## config.mk

```make
export PLATFORM = sky130hd
export DESIGN_NAME = bcd_acc_alu
export DESIGN_NICKNAME = d
export VERILOG_FILES = /design/src/rtl/bcd_alu_pkg.sv /design/src/rtl/digit_adder.sv /design/src/rtl/decimal_adjust.sv /design/src/rtl/rotate_unit.sv /design/src/rtl/bcd_acc_alu.sv
export SDC_FILE = /design/constraint.sdc
export NUM_CORES = 1
export LEC_CHECK = 0
export ABC_AREA = 1
export ABC_CLOCK_PERIOD_IN_PS = 5370
export BUFFER_PORTS_ARGS = -buffer_cell sky130_fd_sc_hd__buf_2
export CAP_MARGIN = 5
export CORE_AREA = 2 2 84 102
export CTS_BUF_LIST = sky130_fd_sc_hd__clkbuf_8
export DETAILED_ROUTE_END_ITERATION = 16
export DIE_AREA = 0 0 86 104
export PLACE_DENSITY = 0.51
export SYNTH_ARGS = -nofsm -noshare
export SYNTH_HDL_FRONTEND = slang
export SYNTH_SLANG_ARGS = --single-unit
```

## constraint.sdc

```tcl
create_clock -name clk -period 5.37 [get_ports clk]
set_input_delay 1.3425 -clock clk [delete_from_list [all_inputs] [get_ports clk]]
set_output_delay 1.3425 -clock clk [all_outputs]
set_load 0.005 [all_outputs]
```

## src/rtl/bcd_alu_pkg.sv

```systemverilog
package bcd_alu_pkg;
    localparam int DIGIT_W = 4;
    localparam int OP_W    = 5;

    typedef enum logic [OP_W-1:0] {
        OP_NOP  = 5'd0,
        OP_LOAD = 5'd1,
        OP_ADD  = 5'd2,
        OP_ADDC = 5'd3,
        OP_AND  = 5'd4,
        OP_OR   = 5'd5,
        OP_XOR  = 5'd6,
        OP_INC  = 5'd7,
        OP_DEC  = 5'd8,
        OP_CLR  = 5'd9,
        OP_CPL  = 5'd10,
        OP_DA   = 5'd11,
        OP_SWAP = 5'd12,
        OP_RL   = 5'd13,
        OP_RLC  = 5'd14,
        OP_RR   = 5'd15,
        OP_RRC  = 5'd16,
        OP_XCHD = 5'd17
    } alu_op_e;
endpackage

```

## src/rtl/digit_adder.sv

```systemverilog
module digit_adder
    import bcd_alu_pkg::*;
(
    input  logic [DIGIT_W-1:0] a,
    input  logic [DIGIT_W-1:0] b,
    input  logic               cin,
    output logic [DIGIT_W-1:0] sum,
    output logic               cout
);
    logic [DIGIT_W:0] wide;

    always_comb begin
        wide = {1'b0, a} + {1'b0, b} + {{DIGIT_W{1'b0}}, cin};
        sum  = wide[DIGIT_W-1:0];
        cout = wide[DIGIT_W];
    end
endmodule

```

## src/rtl/decimal_adjust.sv

```systemverilog
module decimal_adjust
    import bcd_alu_pkg::*;
#(
    parameter int DIGITS = 2
) (
    input  logic [DIGITS*DIGIT_W-1:0] acc_in,
    input  logic                      c_in,
    input  logic                      ac_in,
    output logic [DIGITS*DIGIT_W-1:0] acc_out,
    output logic                      c_out
);
    localparam int W = DIGITS * DIGIT_W;
    localparam logic [W:0] SIX = (W+1)'(6);

    logic [W:0] stage [0:DIGITS];

    assign stage[0] = {1'b0, acc_in};

    for (genvar i = 0; i < DIGITS; i++) begin : g_digit
        logic             flag;
        logic             fix;
        logic [DIGIT_W-1:0] dig;

        if (DIGITS == 1) begin : g_only
            assign flag = ac_in | c_in;
        end else if (i == 0) begin : g_low
            assign flag = ac_in;
        end else if (i == DIGITS - 1) begin : g_top
            assign flag = c_in | stage[i][W];
        end else begin : g_mid
            assign flag = 1'b0;
        end

        assign dig = stage[i][i*DIGIT_W +: DIGIT_W];
        assign fix = (dig > 4'd9) | flag;
        assign stage[i+1] = stage[i] + (fix ? (SIX << (i*DIGIT_W)) : '0);
    end

    assign acc_out = stage[DIGITS][W-1:0];
    assign c_out   = c_in | stage[DIGITS][W];
endmodule

```

## src/rtl/rotate_unit.sv

```systemverilog
module rotate_unit
    import bcd_alu_pkg::*;
#(
    parameter int W = 8
) (
    input  logic [W-1:0] a,
    input  logic         c_in,
    input  alu_op_e      sel,
    output logic [W-1:0] res,
    output logic         c_out
);
    localparam int HALF = W / 2;

    always_comb begin
        res   = a;
        c_out = c_in;
        unique case (sel)
            OP_RL:   res = {a[W-2:0], a[W-1]};
            OP_RR:   res = {a[0], a[W-1:1]};
            OP_RLC: begin
                res   = {a[W-2:0], c_in};
                c_out = a[W-1];
            end
            OP_RRC: begin
                res   = {c_in, a[W-1:1]};
                c_out = a[0];
            end
            OP_SWAP: res = {a[HALF-1:0], a[W-1:HALF]};
            default: ;
        endcase
    end
endmodule

```

## src/rtl/bcd_acc_alu.sv

```systemverilog
module bcd_acc_alu
    import bcd_alu_pkg::*;
#(
    parameter int DIGITS = 2
) (
    input  logic                      clk,
    input  logic                      rst_n,
    input  logic                      exec_en,
    input  logic [OP_W-1:0]           op,
    input  logic [DIGITS*DIGIT_W-1:0] operand,
    output logic [DIGITS*DIGIT_W-1:0] acc,
    output logic                      carry,
    output logic                      aux_carry,
    output logic                      zero,
    output logic [DIGITS*DIGIT_W-1:0] xchg_out
);
    localparam int W = DIGITS * DIGIT_W;

    typedef struct packed {
        logic [W-1:0] acc;
        logic         c;
        logic         ac;
    } alu_state_t;

    alu_state_t st_d, st_q;
    alu_op_e    op_sel;

    assign op_sel = alu_op_e'(op);

    // Digit-wise adder chain
    logic [DIGITS:0]  add_cy;
    logic [W-1:0]     add_sum;

    assign add_cy[0] = (op_sel == OP_ADDC) ? st_q.c : 1'b0;

    for (genvar i = 0; i < DIGITS; i++) begin : g_add
        digit_adder u_dig (
            .a   (st_q.acc[i*DIGIT_W +: DIGIT_W]),
            .b   (operand[i*DIGIT_W +: DIGIT_W]),
            .cin (add_cy[i]),
            .sum (add_sum[i*DIGIT_W +: DIGIT_W]),
            .cout(add_cy[i+1])
        );
    end

    logic [W-1:0] da_acc;
    logic         da_c;

    decimal_adjust #(.DIGITS(DIGITS)) u_da (
        .acc_in (st_q.acc),
        .c_in   (st_q.c),
        .ac_in  (st_q.ac),
        .acc_out(da_acc),
        .c_out  (da_c)
    );

    logic [W-1:0] rot_acc;
    logic         rot_c;

    rotate_unit #(.W(W)) u_rot (
        .a    (st_q.acc),
        .c_in (st_q.c),
        .sel  (op_sel),
        .res  (rot_acc),
        .c_out(rot_c)
    );

    always_comb begin
        st_d = st_q;
        if (exec_en) begin
            unique case (op_sel)
                OP_LOAD: st_d.acc = operand;
                OP_ADD, OP_ADDC: begin
                    st_d.acc = add_sum;
                    st_d.c   = add_cy[DIGITS];
                    st_d.ac  = add_cy[1];
                end
                OP_AND:  st_d.acc = st_q.acc & operand;
                OP_OR:   st_d.acc = st_q.acc | operand;
                OP_XOR:  st_d.acc = st_q.acc ^ operand;
                OP_INC:  st_d.acc = st_q.acc + W'(1);
                OP_DEC:  st_d.acc = st_q.acc - W'(1);
                OP_CLR:  st_d.acc = '0;
                OP_CPL:  st_d.acc = ~st_q.acc;
                OP_DA: begin
                    st_d.acc = da_acc;
                    st_d.c   = da_c;
                end
                OP_RL, OP_RR, OP_RLC, OP_RRC, OP_SWAP: begin
                    st_d.acc = rot_acc;
                    st_d.c   = rot_c;
                end
                OP_XCHD: st_d.acc = {st_q.acc[W-1:DIGIT_W], operand[DIGIT_W-1:0]};
                default: ;
            endcase
        end
    end

    always_ff @(posedge clk or negedge rst_n) begin
        if (!rst_n) begin
            st_q <= '0;
        end else begin
            st_q <= st_d;
        end
    end

    assign acc       = st_q.acc;
    assign carry     = st_q.c;
    assign aux_carry = st_q.ac;
    assign zero      = (st_q.acc == '0);
    assign xchg_out  = {operand[W-1:DIGIT_W], st_q.acc[DIGIT_W-1:0]};

    // Assertions
    assert_idle_hold_R2: assert property (@(posedge clk) disable iff (!rst_n)
        !exec_en |=> ($stable(acc) && $stable(carry) && $stable(aux_carry)));

    assert_flags_kept_R6: assert property (@(posedge clk) disable iff (!rst_n)
        (exec_en && (op_sel inside {OP_LOAD, OP_AND, OP_OR, OP_XOR, OP_INC, OP_DEC,
                                    OP_CLR, OP_CPL, OP_SWAP, OP_XCHD, OP_RL, OP_RR}))
        |=> ($stable(carry) && $stable(aux_carry)));

    assert_rlc_carry_R7: assert property (@(posedge clk) disable iff (!rst_n)
        (exec_en && op_sel == OP_RLC) |=> (carry == $past(acc[W-1]) && acc[0] == $past(carry)));

    assert_rrc_carry_R7: assert property (@(posedge clk) disable iff (!rst_n)
        (exec_en && op_sel == OP_RRC) |=> (carry == $past(acc[0]) && acc[W-1] == $past(carry)));

    assert_swap_halves_R8: assert property (@(posedge clk) disable iff (!rst_n)
        (exec_en && op_sel == OP_SWAP) |=> (acc == {$past(acc[W/2-1:0]), $past(acc[W-1:W/2])}));

    assert_xchd_upper_R9: assert property (@(posedge clk) disable iff (!rst_n)
        (exec_en && op_sel == OP_XCHD) |=> (acc[W-1:DIGIT_W] == $past(acc[W-1:DIGIT_W])));

    assert_da_carry_sticky_R10: assert property (@(posedge clk) disable iff (!rst_n)
        (exec_en && op_sel == OP_DA && carry) |=> carry);

    assert_clr_zero_R11: assert property (@(posedge clk) disable iff (!rst_n)
        (exec_en && op_sel == OP_CLR) |=> zero);
endmodule

```

==> results by group <==
Timing
  – Worst Tran Pin Value: 0.7181 ns
  – Final total negative setup slack: 0 ns
  – Worst Hold Slack: 0.6142 ns
  – Slew margin rel.: 51.95%
  – Final count of hold timing violations: 0
  – Final critical-path required period: 4.559 ns
  – Highest attainable clock frequency: 219.3 MHz
  – Fin worst setup slack: 0.8109 ns
  – Final period utilization: 84.90%
  – Final setup skew: 0.001946 ns
  – Setup repair after global routing missed its margin: false
  – Endpoints failing setup: 0
  – Max-slew violation total from the final report: 0

Placed design
  – Setup slack at placement: 0.6401 ns
  – Half-perimeter wire length after detailed placement: 6.660 mm
  – Placer congestion estimate: 0.9243
  – Port buffer count: 34

Routing
  – Post-DRT Antenna Nets: 0
  – Count of TritonRoute iterations in the first routing pass: 4
  – Via/cell ratio: 5.285
  – Detailed-route wire length: 8.629 mm
  – Vias post-DR: 2838
  – Mean routed wirelength per cell: 16.07 um
  – Post-route DRC violation count: 0
  – Initial DRC count: 169

Clock network
  – Maximum buffer depth of the clock tree: 2
  – Clock transition at the registers of the reported paths: 0.06 ns
  – Clk root buf: clkbuf_8
  – Number of clock sinks: 10
  – CTS tree: built
  – Number of levels the H-tree was split into: 1
  – Insertion delay of the later-clocked pin in the worst-skew pair: 0.24 ns
  – Num CTS Buffers: 3
  – Post-CTS sizing: 0
  – Number of hold buffers added after cts: 0
  – Post-CTS setup buffer count: 0

Die
  – Total Die Area: 8944 sq um
  – Core area: 7973 sq um
  – Die extent in y: 104 um
  – Die X-Extent: 86 um
  – Number of primary I/O pins: 35
  – Effective utilization at floorplan: 30.93%
  – Number of placement rows: 36

Critical path
  – Cell class contributing the biggest share of worst-path delay: adder cells
  – Required time reported for the critical path endpoint: 5.50 ns
  – Largest stage delay on the critical path: 0.43 ns
  – Kind of end point of the critical path: flop
  – Sequence of cells on the critical path: buf_2 -> nor2_2 -> nand2_1 -> nor3_1 -> fa_1 -> inv_1 -> fa_1 -> o21ai_0 -> a21oi_1 -> fa_1 -> fa_1 -> xor2_1 -> o21ai_0 -> nor2_1 -> nand2_1 -> nor2_1 -> nand3_1 -> nand2_1 -> nand2_1
  – CP Buf/Inv Count: 2
  – Data arrival, critical path: 4.69 ns
  – Stages on the worst setup path: 19
  – Maximum fanout along the worst path: 6
  – Category of the worst setup path launch point: input port
  – Setup CP Type: in2reg
  – Slowest cell on the critical path: fa_1
  – Depth of the most critical reg-to-reg path: 23

Min path
  – Worst hold-check path type: reg2reg
  – Cell depth of the worst min-delay path: 2

Global routing
  – Total routing usage reported by global routing: 19.86%
  – Total grt overflow: 0
  – Via count of the first global-routing pass: 2710
  – Wire length of the first global-routing pass: 13.89 mm
  – Pin count of the biggest net entering global routing: 12
  – Number of antenna violations at the first check in global routing: 0

Synth
  – Share of Yosys cell area claimed by the top area cell type: 17.66%
  – Cells taking the most area after synthesis: nand2_1 (18%), ha_1 (13%), dfrtp_1 (10%)
  – Number of instances in the synthesized netlist: 415
  – Mean post-synth cell area: 5.942 sq um
  – Flip-flop and latch count after synthesis: 10
  – Largest area contributor in the synthesized netlist: nand2_1
  – Synth Flop Type: dfrtp_1
  – Number of flops mapped to enable cells by yosys: 0
  – Commonest cells in the netlist: nand2_1 (116), inv_1 (57), nand3_1 (37)
  – Distinct cell type count of the synthesized netlist: 39
  – Syn nets: 463
  – Cell area after synthesis: 2466 sq um
  – Most frequent cell after synthesis: nand2_1
  – Seq/Total Area, Yosys: 10.15%
  – Warnings, synthesis: 0
  – Share of synthesized flip-flops with an asynchronous set or reset: 100.0%

Finish
  – Final Net Count: 492
  – Synth-to-layout area growth: 10.45%
  – Register cell area after layout: 250.2 sq um
  – Share of layout cells above drive strength 1: 13.35%
  – Area of combinational cells with multiple inputs: 1916 sq um
  – Layout filler cell count: 876
  – ANT cells: 0
  – Core Util, Final: 34.17%

Job
  – Total of max-cap violations: 0

Power and ir drop
  – Peak supply drop: 75.83 uV
  – Leakage power of the design: 1.459 nW
  – Power Dens Cells: 249.5 nW/um^2

Status
  – Run status: completed
[registers in the layout (all words and copies together) (netlist names)]
signal,cells
carry,1
aux_carry,1
acc,8
[power breakdown]
group	leakage (nW)	internal, mW	switching, mW
Clock	0.0216	0.0496	0.0359
Sequential	0.125	0.0960	0.0687
Combinational	1.31	0.163	0.266
[cells by family (layout without fill, tap and decap cells)]
logic type / Yosys count / after routing / share of synthesized area (%)
AO/OA/AOI/OAI: 77 / 77 / 17.56
adder cells (fa/ha/maj): 32 / 32 / 18.06
buffers and inverters: 70 / 97 / 12.18
AND/OR/NAND/NOR: 224 / 224 / 41.35
flip-flops: 10 / 10 / 10.15
XOR/XNOR: 2 / 2 / 0.7104
[final timing paths]
check | start | to | slack [ns]
max in group asynchronous | rst_n | carry | 4.14
min in group asynchronous | rst_n | acc[3] | 0.98
min | aux_carry | aux_carry | 0.61
min reg2reg | aux_carry | aux_carry | 0.61
max | op[2] | acc[6] | 0.81
max reg2reg | acc[3] | acc[6] | 1.51
[metal layers]
layer	up-vias	wire, um	track usage [%]
met5	-	0	0
met4	0	200	8.050
met3	15	535	2.222
met2	92	4106	32.56
met1	1314	3787	26.15
li1	1417	-	-
[per-stage QoR]
stage	instance area [sq um]	power, mW	instances
after floorplan	2466	0.4476	415
after global placement	2683	0.5878	534
after detailed placement	2683	0.5947	534
after CTS	2724	0.6816	537
after global routing	2724	0.7612	537
final	2724	0.6797	537
[worst reg2reg max path: cells and delay by family, from the launching register on]
family | cells | cell delay (ns)
buf+inv | 5 | 0.54
simple gates | 11 | 0.87
fa+ha+maj | 4 | 1.12
flops | 1 | 0.56
compound gates | 3 | 0.64
[layout by cell type (no fill, tap or decap), types with 3 or more instances in the layout]
cell type | synthesis | routed
a21oi_1 | 29 | 29
buf_2 | 0 | 34
clkbuf_8 | 0 | 3
dfrtp_1 | 10 | 10
fa_1 | 6 | 6
ha_1 | 26 | 26
inv_1 | 57 | 57
nand2_1 | 116 | 116
nand3_1 | 37 | 37
nand3_2 | 4 | 4
nand3b_1 | 4 | 4
nand4_1 | 7 | 7
nor2_1 | 36 | 36
nor2_2 | 4 | 4
nor3_1 | 3 | 3
o211ai_1 | 4 | 4
o21ai_0 | 28 | 28
o21ai_1 | 3 | 3
o22ai_1 | 3 | 3
or2_2 | 5 | 5
[area by class of cell]
class                           count  area share, %
Multi-Input combinational cell    335          70.33
Sequential cell                    10          9.187
Clock buffer                        3          1.516
Inverter                           60          8.360
Timing Repair Buffer               34          6.247
Tap cell                           95          4.364
No activity file was read; power rests on OpenSTA's default activity.
